[config.mk]
export PLATFORM = sky130hd
export DESIGN_NAME = ddr_cmd_monitor
export DESIGN_NICKNAME = d
export VERILOG_FILES = /design/src/rtl/ddrmon_pkg.sv /design/src/rtl/ddrmon_decode.sv /design/src/rtl/ddrmon_legal.sv /design/src/rtl/ddrmon_bank.sv /design/src/rtl/ddr_cmd_monitor.sv
export SDC_FILE = /design/constraint.sdc
export NUM_CORES = 1
export LEC_CHECK = 0
export CAP_MARGIN = 20
export CORE_ASPECT_RATIO = 0.7
export CORE_MARGIN = 5
export CORE_UTILIZATION = 25
export DETAILED_ROUTE_END_ITERATION = 12
export MAX_ROUTING_LAYER = met4
export REMOVE_ABC_BUFFERS = 1
export SLEW_MARGIN = 20
export SYNTH_ARGS = -nofsm -noshare
export SYNTH_HDL_FRONTEND = slang
export SYNTH_SLANG_ARGS = --single-unit
[constraint.sdc]
create_clock -name clk -period 8.5 [get_ports clk]
set_clock_uncertainty 0.05 [all_clocks]
set_input_delay 1.7 -clock clk [delete_from_list [all_inputs] [get_ports clk]]
set_output_delay 1.7 -clock clk [all_outputs]
set_load 0.01 [all_outputs]
[src/rtl/ddrmon_pkg.sv]
package ddrmon_pkg;

  typedef enum logic [3:0] {
    CMD_DESEL  = 4'd0,
    CMD_NOP    = 4'd1,
    CMD_ACT    = 4'd2,
    CMD_READ   = 4'd3,
    CMD_READA  = 4'd4,
    CMD_WRITE  = 4'd5,
    CMD_WRITEA = 4'd6,
    CMD_PRE    = 4'd7,
    CMD_PREA   = 4'd8,
    CMD_REF    = 4'd9,
    CMD_MRS    = 4'd10,
    CMD_TERM   = 4'd11,
    CMD_SUSP   = 4'd12
  } cmd_e;

  typedef enum logic [3:0] {
    BS_IDLE     = 4'd0,
    BS_OPENING  = 4'd1,
    BS_OPEN     = 4'd2,
    BS_RD       = 4'd3,
    BS_RDA      = 4'd4,
    BS_WR       = 4'd5,
    BS_WRA      = 4'd6,
    BS_CLOSING  = 4'd7,
    BS_REFRESH  = 4'd8,
    BS_MODEWAIT = 4'd9
  } bank_st_e;

endpackage

[src/rtl/ddrmon_decode.sv]
module ddrmon_decode
  import ddrmon_pkg::*;
(
  input  logic cke_i,
  input  logic cs_n_i,
  input  logic ras_n_i,
  input  logic cas_n_i,
  input  logic we_n_i,
  input  logic ap_i,
  output cmd_e cmd_o
);

  always_comb begin
    if (!cke_i) begin
      cmd_o = CMD_SUSP;
    end else if (cs_n_i) begin
      cmd_o = CMD_DESEL;
    end else begin
      unique case ({ras_n_i, cas_n_i, we_n_i})
        3'b111:  cmd_o = CMD_NOP;
        3'b011:  cmd_o = CMD_ACT;
        3'b101:  cmd_o = ap_i ? CMD_READA  : CMD_READ;
        3'b100:  cmd_o = ap_i ? CMD_WRITEA : CMD_WRITE;
        3'b010:  cmd_o = ap_i ? CMD_PREA   : CMD_PRE;
        3'b001:  cmd_o = CMD_REF;
        3'b000:  cmd_o = CMD_MRS;
        default: cmd_o = CMD_TERM;
      endcase
    end
  end

endmodule

[src/rtl/ddrmon_legal.sv]
module ddrmon_legal
  import ddrmon_pkg::*;
#(
  parameter int BA_W = 2,
  localparam int NB  = 1 << BA_W
) (
  input  cmd_e            cmd_i,
  input  logic [BA_W-1:0] ba_i,
  input  bank_st_e        st_i [NB],
  output logic            bad_o,
  output logic [BA_W-1:0] bad_bank_o
);

  bank_st_e        tgt;
  logic            any_busy, any_block;
  logic [BA_W-1:0] first_busy, first_block;

  function automatic logic blocks_pre(input bank_st_e s);
    return (s == BS_OPENING) || (s == BS_RDA) || (s == BS_WRA) ||
           (s == BS_REFRESH) || (s == BS_MODEWAIT);
  endfunction

  always_comb begin
    any_busy    = 1'b0;
    any_block   = 1'b0;
    first_busy  = '0;
    first_block = '0;
    for (int i = NB - 1; i >= 0; i--) begin
      if (st_i[i] != BS_IDLE) begin
        any_busy   = 1'b1;
        first_busy = BA_W'(i);
      end
      if (blocks_pre(st_i[i])) begin
        any_block   = 1'b1;
        first_block = BA_W'(i);
      end
    end
  end

  assign tgt = st_i[ba_i];

  always_comb begin
    bad_o      = 1'b0;
    bad_bank_o = ba_i;
    unique case (cmd_i)
      CMD_ACT: bad_o = (tgt != BS_IDLE);
      CMD_READ, CMD_READA, CMD_WRITE, CMD_WRITEA:
        bad_o = !((tgt == BS_OPEN) || (tgt == BS_RD) || (tgt == BS_WR));
      CMD_PRE: bad_o = blocks_pre(tgt);
      CMD_PREA: begin
        bad_o      = any_block;
        bad_bank_o = first_block;
      end
      CMD_REF: begin
        bad_o      = any_busy;
        bad_bank_o = first_busy;
      end
      CMD_MRS: begin
        if (any_busy) begin
          bad_o      = 1'b1;
          bad_bank_o = first_busy;
        end else begin
          bad_o = (ba_i > BA_W'(1));
        end
      end
      CMD_TERM: bad_o = (tgt != BS_RD);
      default:  bad_o = 1'b0;
    endcase
  end

endmodule

[src/rtl/ddrmon_bank.sv]
module ddrmon_bank
  import ddrmon_pkg::*;
#(
  parameter int T_RCD   = 3,
  parameter int T_RP    = 3,
  parameter int T_RC    = 10,
  parameter int T_MRD   = 2,
  parameter int T_BURST = 4,
  localparam int TMAX_A = (T_RCD > T_RP) ? T_RCD : T_RP,
  localparam int TMAX_B = (T_RC > T_MRD) ? T_RC : T_MRD,
  localparam int TMAX_C = (TMAX_A > TMAX_B) ? TMAX_A : TMAX_B,
  localparam int TMAX   = (TMAX_C > T_BURST) ? TMAX_C : T_BURST,
  localparam int CW     = $clog2(TMAX) + 1
) (
  input  logic     clk,
  input  logic     rst_n,
  input  logic     en_i,
  input  logic     go_i,
  input  cmd_e     cmd_i,
  input  logic     hit_i,
  output bank_st_e st_o
);

  localparam logic [CW-1:0] L_RCD   = CW'(T_RCD - 2);
  localparam logic [CW-1:0] L_RP    = CW'(T_RP - 2);
  localparam logic [CW-1:0] L_RC    = CW'(T_RC - 2);
  localparam logic [CW-1:0] L_MRD   = CW'(T_MRD - 2);
  localparam logic [CW-1:0] L_BURST = CW'(T_BURST - 2);

  bank_st_e      st_q, st_d;
  logic [CW-1:0] cnt_q, cnt_d, cnt_dec;
  logic          take, dn;

  assign take    = go_i && hit_i;
  assign dn      = (cnt_q == '0);
  assign cnt_dec = cnt_q - 1'b1;

  always_comb begin
    st_d  = st_q;
    cnt_d = cnt_q;
    case (st_q)
      BS_IDLE: begin
        if (take) begin
          if (cmd_i == CMD_ACT) begin
            st_d = BS_OPENING; cnt_d = L_RCD;
          end else if (cmd_i == CMD_REF) begin
            st_d = BS_REFRESH; cnt_d = L_RC;
          end else if (cmd_i == CMD_MRS) begin
            st_d = BS_MODEWAIT; cnt_d = L_MRD;
          end
        end
      end
      BS_OPENING: begin
        if (dn) st_d = BS_OPEN;
        else    cnt_d = cnt_dec;
      end
      BS_CLOSING, BS_REFRESH, BS_MODEWAIT: begin
        if (dn) st_d = BS_IDLE;
        else    cnt_d = cnt_dec;
      end
      BS_RDA, BS_WRA: begin
        if (dn) begin
          st_d = BS_CLOSING; cnt_d = L_RP;
        end else begin
          cnt_d = cnt_dec;
        end
      end
      default: begin
        if (st_q != BS_OPEN) begin
          if (dn) st_d = BS_OPEN;
          else    cnt_d = cnt_dec;
        end
        if (take) begin
          case (cmd_i)
            CMD_READ:   begin st_d = BS_RD;  cnt_d = L_BURST; end
            CMD_READA:  begin st_d = BS_RDA; cnt_d = L_BURST; end
            CMD_WRITE:  begin st_d = BS_WR;  cnt_d = L_BURST; end
            CMD_WRITEA: begin st_d = BS_WRA; cnt_d = L_BURST; end
            CMD_PRE, CMD_PREA: begin st_d = BS_CLOSING; cnt_d = L_RP; end
            CMD_TERM:   st_d = BS_OPEN;
            default: ;
          endcase
        end
      end
    endcase
  end

  always_ff @(posedge clk or negedge rst_n) begin
    if (!rst_n) begin
      st_q  <= BS_IDLE;
      cnt_q <= '0;
    end else if (en_i) begin
      st_q  <= st_d;
      cnt_q <= cnt_d;
    end
  end

  assign st_o = st_q;

  // an activating bank only ever opens
  a_r5_opening_exit: assert property (@(posedge clk) disable iff (!rst_n)
    (st_q == BS_OPENING) |=> (st_q inside {BS_OPENING, BS_OPEN}));

  // a precharging bank only ever goes idle
  a_r7_closing_exit: assert property (@(posedge clk) disable iff (!rst_n)
    (st_q == BS_CLOSING) |=> (st_q inside {BS_CLOSING, BS_IDLE}));

  // an auto-precharge read ends only in precharging
  a_r6_rda_exit: assert property (@(posedge clk) disable iff (!rst_n)
    (st_q == BS_RDA) |=> (st_q inside {BS_RDA, BS_CLOSING}));

endmodule

[src/rtl/ddr_cmd_monitor.sv]
module ddr_cmd_monitor
  import ddrmon_pkg::*;
#(
  parameter int BA_W      = 2,
  parameter int ROW_W     = 13,
  parameter int T_RCD     = 3,
  parameter int T_RP      = 3,
  parameter int T_RC      = 10,
  parameter int T_MRD     = 2,
  parameter int BURST_LEN = 8,
  localparam int NB       = 1 << BA_W,
  localparam int AP_BIT   = 10,
  localparam int T_BURST  = BURST_LEN / 2
) (
  input  logic              clk,
  input  logic              rst_n,
  input  logic              cke,
  input  logic              cs_n,
  input  logic              ras_n,
  input  logic              cas_n,
  input  logic              we_n,
  input  logic [BA_W-1:0]   ba,
  input  logic [ROW_W-1:0]  addr,
  output logic [3:0]        cmd_o,
  output logic [NB*4-1:0]   bank_state_o,
  output logic              mrs_wr_o,
  output logic              mrs_ext_o,
  output logic [ROW_W-1:0]  mrs_op_o,
  output logic              illegal_o,
  output logic [BA_W-1:0]   illegal_bank_o
);

  cmd_e            cmd_dec;
  bank_st_e        bank_st [NB];
  logic [NB-1:0]   hit;
  logic            bad, go, mrs_go;
  logic [BA_W-1:0] bad_bank;

  cmd_e            cmd_q;
  logic            ill_q, mrs_wr_q, mrs_ext_q;
  logic [BA_W-1:0] ill_bank_q;
  logic [ROW_W-1:0] mrs_op_q;

  ddrmon_decode u_decode (
    .cke_i   (cke),
    .cs_n_i  (cs_n),
    .ras_n_i (ras_n),
    .cas_n_i (cas_n),
    .we_n_i  (we_n),
    .ap_i    (addr[AP_BIT]),
    .cmd_o   (cmd_dec)
  );

  ddrmon_legal #(.BA_W(BA_W)) u_legal (
    .cmd_i      (cmd_dec),
    .ba_i       (ba),
    .st_i       (bank_st),
    .bad_o      (bad),
    .bad_bank_o (bad_bank)
  );

  assign go     = (cmd_dec != CMD_SUSP) && !bad;
  assign mrs_go = go && (cmd_dec == CMD_MRS);

  always_comb begin
    for (int i = 0; i < NB; i++) begin
      hit[i] = (ba == BA_W'(i)) ||
               (cmd_dec == CMD_PREA) || (cmd_dec == CMD_REF) || (cmd_dec == CMD_MRS);
    end
  end

  for (genvar gi = 0; gi < NB; gi++) begin : g_bank
    ddrmon_bank #(
      .T_RCD   (T_RCD),
      .T_RP    (T_RP),
      .T_RC    (T_RC),
      .T_MRD   (T_MRD),
      .T_BURST (T_BURST)
    ) u_bank (
      .clk    (clk),
      .rst_n  (rst_n),
      .en_i   (cke),
      .go_i   (go),
      .cmd_i  (cmd_dec),
      .hit_i  (hit[gi]),
      .st_o   (bank_st[gi])
    );
    assign bank_state_o[gi*4 +: 4] = bank_st[gi];
  end

  always_ff @(posedge clk or negedge rst_n) begin
    if (!rst_n) begin
      cmd_q      <= CMD_DESEL;
      ill_q      <= 1'b0;
      ill_bank_q <= '0;
      mrs_wr_q   <= 1'b0;
    end else begin
      cmd_q      <= cmd_dec;
      ill_q      <= bad;
      ill_bank_q <= bad_bank;
      mrs_wr_q   <= mrs_go;
    end
  end

  always_ff @(posedge clk or negedge rst_n) begin
    if (!rst_n) begin
      mrs_ext_q <= 1'b0;
      mrs_op_q  <= '0;
    end else if (mrs_go) begin
      mrs_ext_q <= ba[0];
      mrs_op_q  <= addr;
    end
  end

  assign cmd_o          = cmd_q;
  assign illegal_o      = ill_q;
  assign illegal_bank_o = ill_bank_q;
  assign mrs_wr_o       = mrs_wr_q;
  assign mrs_ext_o      = mrs_ext_q;
  assign mrs_op_o       = mrs_op_q;

  logic all_modewait;
  always_comb begin
    all_modewait = 1'b1;
    for (int i = 0; i < NB; i++) begin
      if (bank_st[i] != BS_MODEWAIT) all_modewait = 1'b0;
    end
  end

  // a suspended edge freezes every bank
  a_r3_suspend_freeze: assert property (@(posedge clk) disable iff (!rst_n)
    !cke |=> $stable(bank_state_o));

  // a mode-register write leaves every bank in recovery
  a_r8_mrs_all_wait: assert property (@(posedge clk) disable iff (!rst_n)
    mrs_wr_o |-> all_modewait);

  // only real commands can be flagged
  a_r12_flag_real_cmd: assert property (@(posedge clk) disable iff (!rst_n)
    illegal_o |-> !(cmd_o inside {CMD_DESEL, CMD_NOP, CMD_SUSP}));

  // no strobe for a flagged command
  a_r9_no_strobe_when_bad: assert property (@(posedge clk) disable iff (!rst_n)
    illegal_o |-> !mrs_wr_o);

endmodule

==> metrics.cfg <==
[yosys]
synth_area_um2=4820
synth_ff_type=dfrtp_1
ys_seq_area_share_pct=30.1
synth.distinct_cells=73
synth.avg_cell_area_um2=7.94
synth-seq-cells=58
synth_edf_count=0
synthArstFlopShare_pct=100
synthCells=607
yosysWarnings=0

[worst_setup_path]
timing_worst_setup_path_type=input port to register
critPathCaptureType=register
crit_fanout=28
cp.required_ns=8.69
critPathLaunchType=input port
worstPathArrival_ns=5.62

[clock_network]
path_clk_slew_ns=0.06
post_cts_buffers=0
cts_buffers=9
cts.sinks=58
clock_latency_ns=0.33
cts_tree=built
cts_resized=0
postCtsHoldBufs=0
ctsLongestPathBuffers=2
htreeDepth=3
root_buffer=clkbuf_16

[floorplanning]
core_um2=18900
die_area_um2=22200
num_rows=42
io_pins=60
initial_core_util_pct=25.5
die_w_um=176
die_y_um=126

[routing]
first_pass_iters=5
vias_per_cell=5.57
routed_wl_um=15700
dr_total_vias=4964
route.detailed.drc=0
first_iter_violations=607
wl_per_cell_um=17.6
drtAntennaViolNets=0

[sta]
setup_slack_ns=3.06
rsz0062_at_grt=false
max_clock_freq_ghz=0.184
finalCritPeriodShare_pct=64.0
worstMarginPinSlew_ns=1.16
relSlewSlack_pct=21.8
slew_viol_final=0
fin_crit_ns=5.44
timing.setup.tns_ns=0
hold_violations=0
setup_violations=0

[min_path]
hold_class=register to register

[run_status]
status=complete, no violations

[layout]
drive_above_1_share_pct=6.77
final_cell_mix=dfrtp_1 (58), clkdlybuf4s50_1 (58), nor2_1 (57), o21ai_0 (54), a21oi_1 (53)
fillers=2000
num_antenna_cells=0
postLayoutCellArea_um2=5890
nets=675
area_growth_pct=22.3

[global_route]
grt_pass1_vias=4659
grt_max_degree=59
grt_pass1_wl_um=25500
antenna_found_initial=0
grtUsageTotal_pct=14.5
grt.overflow.total=0

[place]
globalplace.congestion=0.967
hpwl_um=11500
port_buffers=59
preCtsSetupSlack_ns=2.76
placed_cell_area_um2=5570

[power]
p_leak_nw=2.32
peakVddDrop_uv=107
power_per_cell_area_nw_per_um2=377

[job]
maxCapViolations=0

==> layout make-up <==
type                            instances  area (um^2)  share of cell area [%]
Inverter                               32          120                    2.04
Timing Repair Buffer                   64          623                    10.6
Multi-Input combinational cell        480         3080                    52.2
Sequential cell                        58         1450                    24.6
Tap cell                              242          303                    5.14
Clock buffer                           11          243                    4.12
Clock inverter                          5         77.6                    1.32
==> final timing paths <==
kind | startpoint | endpoint | slack [ns] | cells past startpoint
worst max-delay path | ba[0] | g_bank[2].u_bank.st_o[2]$_DFFE_PN0P_ | 3.06 | 8
worst min-delay path | g_bank[0].u_bank.cnt_q[4]$_DFFE_PN0P_ | g_bank[0].u_bank.cnt_q[4]$_DFFE_PN0P_ | 0.43 | 1
worst max register to register | g_bank[0].u_bank.st_o[2]$_DFFE_PN0P_ | g_bank[2].u_bank.st_o[2]$_DFFE_PN0P_ | 4.14 | 7
worst min register to register | g_bank[0].u_bank.cnt_q[4]$_DFFE_PN0P_ | g_bank[0].u_bank.cnt_q[4]$_DFFE_PN0P_ | 0.43 | 1
max in group asynchronous | rst_n | g_bank[0].u_bank.cnt_q[1]$_DFFE_PN0P_ | 6.38 | 2
min in group asynchronous | rst_n | g_bank[2].u_bank.cnt_q[2]$_DFFE_PN0P_ | 1.50 | 2
==> cells by family (layout without fill, tap and decap cells) <==
family | after synthesis | count (layout) | share of synthesized area [%]
AO/OA/AOI/OAI | 229 | 229 | 30.9
AND/OR/NAND/NOR | 212 | 212 | 22.3
buffers and inverters | 69 | 112 | 6.07
flip-flops | 58 | 58 | 30.1
multiplexers | 27 | 27 | 7.74
adder cells (fa/ha/maj) | 8 | 8 | 2.08
XOR/XNOR | 4 | 4 | 0.727
==> power by group <==
group          internal, W  total [W]  switching, W
Combinational     0.000570    0.00130      0.000727
Sequential        0.000377   0.000531      0.000154
Clock             0.000263   0.000396      0.000133
Total              0.00121    0.00222       0.00101
==> cell usage after synthesis, types with 7 or more instances <==
master	instances	area share, %
ha_1	8	2.1
nand4_1	12	1.6
nand3_1	13	1.3
a21oi_1	53	5.5
nor2_1	57	4.4
nor3_1	18	1.9
o31ai_1	10	1.6
dfrtp_1	58	30
mux2i_1	8	1.7
clkbuf_1	28	2.2
o32ai_1	7	1.3
mux2_4	9	2.8
nand2_1	48	3.7
o21ai_0	54	5.6
a41oi_1	10	1.8
o22ai_1	7	0.91
nor2b_1	17	2.2
a31oi_1	16	2.1
a211oi_1	7	1.1
inv_1	32	2.5
nand2b_1	9	1.2
==> per-layer routing <==
metal	vias up	wire length (um)	global-route usage, %
met5	-	0	-
met4	0	195	3.30
met3	19	1630	4.94
met2	229	6360	18.8
met1	2343	7540	21.3
li1	2373	-	-
==> per-stage QoR <==
step / hold WS [ns] / power [W] / std cells / utilization, %
finish: 0.432 / 0.00222 / 892 / 31.2
CTS: 0.437 / 0.00220 / 892 / 31.2
detailed placement: 0.425 / 0.00180 / 876 / 29.5
floorplan: 0.408 / 0.00137 / 570 / -
global route: 0.463 / 0.00241 / 892 / 31.2
global placement: 0.428 / 0.00180 / 876 / 29.5
==> sequential cells by signal, indices dropped and copies added, names as in the netlist <==
signal and flops:
cmd_o 4, g_bank.u_bank.st_o 16, illegal_o 1, mrs_wr_o 1, illegal_bank_o 2, g_bank.u_bank.cnt_q 20
mrs_op_o 13, mrs_ext_o 1
==> worst max-delay path: stages <==
cell,delay [ns]
clkdlybuf4s50_1,0.76
mux4_2,0.62
nand2b_1,0.19
o2111ai_1,0.17
and4_1,0.84
and2_1,0.62
o211ai_1,0.37
o32ai_1,0.34
No activity file was read; power rests on OpenSTA's default activity.
